===== config.mk =====
export PLATFORM = sky130hd
export DESIGN_NAME = tri_band_cmp
export DESIGN_NICKNAME = d
export VERILOG_FILES = /design/src/rtl/tbc_pkg.sv /design/src/rtl/tbc_classify.sv /design/src/rtl/tbc_event.sv /design/src/rtl/tbc_sticky.sv /design/src/rtl/tri_band_cmp.sv
export SDC_FILE = /design/constraint.sdc
export NUM_CORES = 1
export LEC_CHECK = 0
export ABC_AREA = 1
export BUFFER_PORTS_ARGS = -buffer_cell sky130_fd_sc_hd__buf_4
export CAP_MARGIN = 40
export CORE_MARGIN = 5
export CORE_UTILIZATION = 45
export DETAILED_ROUTE_END_ITERATION = 10
export HOLD_SLACK_MARGIN = 0.15
export PLACE_DENSITY = 0.9
export SETUP_SLACK_MARGIN = 0.15
export SLEW_MARGIN = 20
export SYNTH_ARGS = -nofsm -noshare
export SYNTH_HDL_FRONTEND = slang
export SYNTH_SLANG_ARGS = --single-unit
export TNS_END_PERCENT = 30

===== constraint.sdc =====
create_clock -name clk -period 2.1 [get_ports clk]
set_clock_uncertainty 0.1 [all_clocks]
set_input_delay 0.42 -clock clk [delete_from_list [all_inputs] [get_ports clk]]
set_output_delay 0.42 -clock clk [all_outputs]
set_load 0.05 [all_outputs]

===== src/rtl/tbc_pkg.sv =====
package tbc_pkg;

  localparam int MODE_W = 4;

  typedef enum logic [1:0] {
    BAND_NONE = 2'd0,
    BAND_LOW  = 2'd1,
    BAND_MID  = 2'd2,
    BAND_HIGH = 2'd3
  } band_e;

  typedef enum logic [1:0] {
    KIND_ALWAYS = 2'd0,
    KIND_ONCE   = 2'd1,
    KIND_HALW   = 2'd2,
    KIND_HONCE  = 2'd3
  } kind_e;

  // extreme band on the far side of a target band; none for mid and none
  function automatic band_e far_band(band_e b);
    case (b)
      BAND_LOW:  return BAND_HIGH;
      BAND_HIGH: return BAND_LOW;
      default:   return BAND_NONE;
    endcase
  endfunction

endpackage


===== src/rtl/tbc_classify.sv =====
module tbc_classify
  import tbc_pkg::*;
#(
  parameter int DW = 10
) (
  input  logic [DW-1:0] smp,
  input  logic [DW-1:0] ref_lo,
  input  logic [DW-1:0] ref_hi,
  output band_e         band
);

  always_comb begin
    if (smp <= ref_lo)      band = BAND_LOW;
    else if (smp <= ref_hi) band = BAND_MID;
    else                    band = BAND_HIGH;
  end

endmodule


===== src/rtl/tbc_event.sv =====
module tbc_event
  import tbc_pkg::*;
(
  input  logic              clk,
  input  logic              rst,
  input  logic              valid,
  input  logic              hist_rst,
  input  band_e             band,
  input  logic [MODE_W-1:0] mode,
  output logic              fire
);

  band_e tgt, opp, prev_q;
  kind_e kind;
  logic  armed_q, run_q;
  logic  in_band, entered, hyst_ok, hit, live;

  assign tgt     = band_e'(mode[MODE_W-1 -: 2]);
  assign kind    = kind_e'(mode[1:0]);
  assign opp     = far_band(tgt);
  assign hyst_ok = (tgt == BAND_LOW) || (tgt == BAND_HIGH);
  assign in_band = (band == tgt);
  assign entered = in_band && (prev_q != tgt);
  assign live    = valid && !hist_rst && (tgt != BAND_NONE);

  always_comb begin
    case (kind)
      KIND_ALWAYS: hit = in_band;
      KIND_ONCE:   hit = entered;
      KIND_HALW:   hit = hyst_ok && in_band && (armed_q || run_q);
      default:     hit = hyst_ok && entered && armed_q;
    endcase
  end

  assign fire = live && hit;

  always_ff @(posedge clk) begin
    if (rst || hist_rst) begin
      prev_q  <= BAND_NONE;
      armed_q <= 1'b0;
      run_q   <= 1'b0;
    end else if (valid) begin
      prev_q <= band;
      if (band == opp)  armed_q <= 1'b1;
      else if (fire)    armed_q <= 1'b0;
      if (fire)         run_q <= 1'b1;
      else if (!in_band) run_q <= 1'b0;
    end
  end

  assert_arm_on_far_R5: assert property (@(posedge clk) disable iff (rst)
    (valid && !hist_rst && (opp != BAND_NONE) && (band == opp)) |=> armed_q);

  assert_hist_clear_R5: assert property (@(posedge clk) disable iff (rst)
    hist_rst |=> ((prev_q == BAND_NONE) && !armed_q && !run_q));

  assert_prev_follows_R4: assert property (@(posedge clk) disable iff (rst)
    (valid && !hist_rst) |=> (prev_q == $past(band)));

  assert_run_ends_R6: assert property (@(posedge clk) disable iff (rst)
    (valid && (band != tgt)) |=> !run_q);

endmodule


===== src/rtl/tbc_sticky.sv =====
module tbc_sticky (
  input  logic clk,
  input  logic rst,
  input  logic set,
  input  logic clr,
  output logic q
);

  always_ff @(posedge clk) begin
    if (rst)      q <= 1'b0;
    else if (set) q <= 1'b1;
    else if (clr) q <= 1'b0;
  end

  assert_set_wins_R8: assert property (@(posedge clk) disable iff (rst)
    set |=> q);

  assert_clear_takes_R8: assert property (@(posedge clk) disable iff (rst)
    (clr && !set) |=> !q);

endmodule


===== src/rtl/tri_band_cmp.sv =====
module tri_band_cmp
  import tbc_pkg::*;
#(
  parameter int DW     = 10,
  parameter int WW     = 32,
  parameter int HI_LSB = 16
) (
  input  logic              clk,
  input  logic              rst,
  input  logic              smp_valid,
  input  logic [DW-1:0]     smp_data,
  input  logic [WW-1:0]     ref_word,
  input  logic [MODE_W-1:0] trig_mode,
  input  logic [MODE_W-1:0] irq_mode,
  input  logic              trig_hist_rst,
  input  logic              irq_hist_rst,
  input  logic              irq_clr,
  output logic              trig_pulse,
  output logic              irq_status
);

  localparam int NCH     = 2;
  localparam int CH_TRIG = 0;
  localparam int CH_IRQ  = 1;

  logic [DW-1:0] ref_lo, ref_hi;
  band_e         cur_band;
  logic [NCH-1:0][MODE_W-1:0] mode_v;
  logic [NCH-1:0]             hrst_v;
  logic [NCH-1:0]             fire_v;
  logic                       unused_ref_bits;

  assign ref_lo          = ref_word[DW-1:0];
  assign ref_hi          = ref_word[HI_LSB +: DW];
  assign unused_ref_bits = ^ref_word;
  assign mode_v          = {irq_mode, trig_mode};
  assign hrst_v          = {irq_hist_rst, trig_hist_rst};

  tbc_classify #(.DW(DW)) u_cls (
    .smp    (smp_data),
    .ref_lo (ref_lo),
    .ref_hi (ref_hi),
    .band   (cur_band)
  );

  genvar ch;
  generate
    for (ch = 0; ch < NCH; ch++) begin : g_chan
      tbc_event u_evt (
        .clk      (clk),
        .rst      (rst),
        .valid    (smp_valid),
        .hist_rst (hrst_v[ch]),
        .band     (cur_band),
        .mode     (mode_v[ch]),
        .fire     (fire_v[ch])
      );
    end
  endgenerate

  always_ff @(posedge clk) begin
    if (rst) trig_pulse <= 1'b0;
    else     trig_pulse <= fire_v[CH_TRIG];
  end

  tbc_sticky u_irq (
    .clk (clk),
    .rst (rst),
    .set (fire_v[CH_IRQ]),
    .clr (irq_clr),
    .q   (irq_status)
  );

  assert_pulse_has_sample_R10: assert property (@(posedge clk) disable iff (rst)
    trig_pulse |-> $past(smp_valid && !trig_hist_rst));

  assert_none_silent_R2: assert property (@(posedge clk) disable iff (rst)
    trig_pulse |-> $past(trig_mode[MODE_W-1 -: 2] != 2'b00));

  assert_band_match_R3: assert property (@(posedge clk) disable iff (rst)
    trig_pulse |-> $past(cur_band == band_e'(trig_mode[MODE_W-1 -: 2])));

endmodule


==> impl_metrics.json <==
{
  "outcome": "finished clean",
  "worstSetupEndpointType": "register",
  "setup_viol_count_final": 0,
  "fp-row-count": 18,
  "period_needed_ns": 1.80,
  "clock_latency_ns": 0.27,
  "grt_first_pass_wirelength_um": 4110,
  "min_path_type": "in -> reg",
  "wl_per_cell_um": 9.50,
  "die_area_sq_mm": 0.00367,
  "drt_iter0_drc": 10,
  "maxSlewViolCount": 0,
  "timing.rr.start": "g_chan[1].u_evt.prev_q[1]",
  "avgSynthCellArea_sq_um": 6.26,
  "cpMostUsedCell": "nand2_2",
  "drc": 0,
  "synth_top_area_share": 0.217,
  "routed_wl_um": 2510,
  "globalplace.congestion": 0.818,
  "worstPathArrival_ns": 1.86,
  "synth.largest_area_cell": "ha_1",
  "overflow": 0,
  "antenna_found_initial": 0,
  "h-tree-depth": 1,
  "slew_headroom": 0.866,
  "finalNetCount": 311,
  "rr_endpoint": "g_chan[1].u_evt.armed_q",
  "synthCells": 184,
  "finalHoldViolCount": 0,
  "cap_violations": 0,
  "num_io_pins": 58,
  "crit_end": "g_chan[0].u_evt.armed_q",
  "cts-root-buf": "clkbuf_4",
  "synth-seq-cells": 10,
  "synthTopCellsByArea": "ha_1 (22%), dfxtp_1 (17%), nand2_1 (15%)",
  "syn_to_final_growth_pct": 36.4,
  "critPathKind": "in -> reg",
  "hp-start": "rst",
  "dp_hpwl_um": 2230,
  "tns_ns": 0,
  "tightest_slew_ns": 0.199,
  "ff2ff_setup_slack_ns": 0.82,
  "n_antenna_cell": 0,
  "groute.usage.overall": 0.145,
  "io_buffers": 45,
  "ff2ff_path_depth": 7,
  "netlist_area_sq_mm": 0.00115,
  "first_pass_iters": 4,
  "crit_required_ns": 2.17,
  "yosysUniqueCellTypes": 20,
  "rsz0062_at_grt": "false",
  "syn-num-nets": 260,
  "via_per_inst": 4.59,
  "cp-start-kind": "input pin",
  "numCtsBuffers": 3,
  "drtAntennaViolNets": 0,
  "drive_gt1_frac": 0.295,
  "yosysWarnings": 0,
  "grt_max_degree": 8,
  "crit_path_start": "smp_data[9]",
  "final-seq-area_sq_um": 200,
  "grt_pass1_vias": 1083,
  "seq_area_frac_synth": 0.174,
  "critPathMaxStageDelay_ns": 0.31,
  "fin_hold_ws_ns": 0.232,
  "cts_hold_buffers": 0,
  "initial_utilization": 0.469,
  "cts_max_path_buffers": 2,
  "chipWidth_um": 60.6,
  "timing.fmax_mhz": 556,
  "n_fill_cell": 238,
  "cts_tree": "built",
  "core_sq_mm": 0.00245,
  "ir_drop_v": 0.000436,
  "finalPower_uw": 617,
  "final.period_utilization": 0.856,
  "pwr_density_cell_mw_per_mm2": 393,
  "path_clk_slew_ns": 0.07,
  "die_height_um": 60.6,
  "ctsResizeCount": 0,
  "postCtsSetupBuffers": 0,
  "cts_num_sinks": 10,
  "via_count": 1212,
  "cp_cell_sequence": "buf_4 > ha_1 > nand2_2 > inv_1 > a21oi_1 > nand2_1 > nor2_2 > nor2_4 > nand2_2 > nand2_1 > nand2_2 > nand3_2 > nand2_2 > a21oi_2",
  "p_leak_uw": 0.000891,
  "cp_slowest_cell": "ha_1",
  "cp_max_fo": 7,
  "multi_input_area_sq_um": 791
}
synthesized netlist by cell type, drive strengths merged:
cell type,number
nor2,17
nor3,1
a21o,1
o21ai,4
inv,43
a21oi,19
dfxtp,10
nand3,10
o21bai,1
nand2,55
o2111ai,1
nand4,1
o31ai,1
ha,20
final cells by class:
cell class,count,area share
clock buffers,4,0.0231
inverters,43,0.103
multi-input cells,131,0.503
flip-flops and latches,10,0.127
well taps,30,0.0239
repair buffers,46,0.220
cells by family after synthesis:
kind of cell	count (synthesis)	share of synthesized area
DFF	10	0.174
adders and majority gates	20	0.217
AOI/OAI and AO/OA	27	0.140
buffers and inverters	43	0.140
and+or+nand+nor	84	0.329
layer usage:
| layer | part of all wire | GRT usage | vias to the layer above | routed length, um |
|---|---|---|---|---|
| met1 | 0.46 | 0.180 | 507 | 1160 |
| met4 | 0 | 0.0279 | 0 | 0 |
| li1 | - | - | 673 | - |
| met2 | 0.46 | 0.244 | 32 | 1150 |
| met5 | 0 | 0 | - | 0 |
| met3 | 0.075 | 0.0489 | 0 | 189 |
where the power goes:
part / total, uW / switching, uW / internal [uW]
Clock: 177 / 71.2 / 105
Sequential: 199 / 3.49 / 195
Combinational: 242 / 125 / 117
Total: 617 / 199 / 418
critical path: cells and delay by family:
kind	cells	cell delay [ns]
buffers and inverters	2	0.16
and+or+nand+nor	9	0.78
AOI/OAI and AO/OA	2	0.19
adders and majority gates	1	0.31
placed cells by master, fill, tap and decap left out:
cell | netlist | routed
a21o_1 | 1 | 1
a21oi_1 | 15 | 15
a21oi_2 | 4 | 4
buf_4 | 0 | 46
clkbuf_4 | 0 | 3
clkbuf_8 | 0 | 1
dfxtp_1 | 10 | 10
ha_1 | 20 | 20
inv_1 | 41 | 41
inv_2 | 2 | 2
nand2_1 | 47 | 47
nand2_2 | 8 | 8
nand3_1 | 8 | 8
nand3_2 | 2 | 2
nand4_1 | 1 | 1
nor2_1 | 14 | 14
nor2_2 | 1 | 1
nor2_4 | 2 | 2
nor3_1 | 1 | 1
o2111ai_1 | 1 | 1
o21ai_0 | 4 | 4
o21bai_1 | 1 | 1
o31ai_1 | 1 | 1
sequential cells by signal, summed over array words and instances, names as in the netlist:
name / count
g_chan.u_evt.prev_q: 4
g_chan.u_evt.armed_q: 2
g_chan.u_evt.run_q: 2
trig_pulse: 1
u_irq.q: 1
worst min-delay path by stage:
stage / endpoint / slack [ns] / cells past startpoint
after global placement: u_irq.q / 0.35 / 2
after global routing: trig_pulse / 0.22 / 2
after floorplan: g_chan[0].u_evt.run_q / 0.34 / 2
after CTS: u_irq.q / 0.22 / 2
after detailed placement: u_irq.q / 0.35 / 2
final: u_irq.q / 0.23 / 2
stage by stage:
step | cell area, sq um | instances | utilization | setup WS [ns]
floorplan | 1150 | 184 | - | 0.249
global placement | 1540 | 260 | 0.625 | 0.0350
detailed placement | 1540 | 260 | 0.625 | 0.0128
CTS | 1570 | 264 | 0.640 | 0.293
global route | 1570 | 264 | 0.640 | 0.189
finish | 1570 | 264 | 0.640 | 0.303
(Power assumes the default switching activity.)
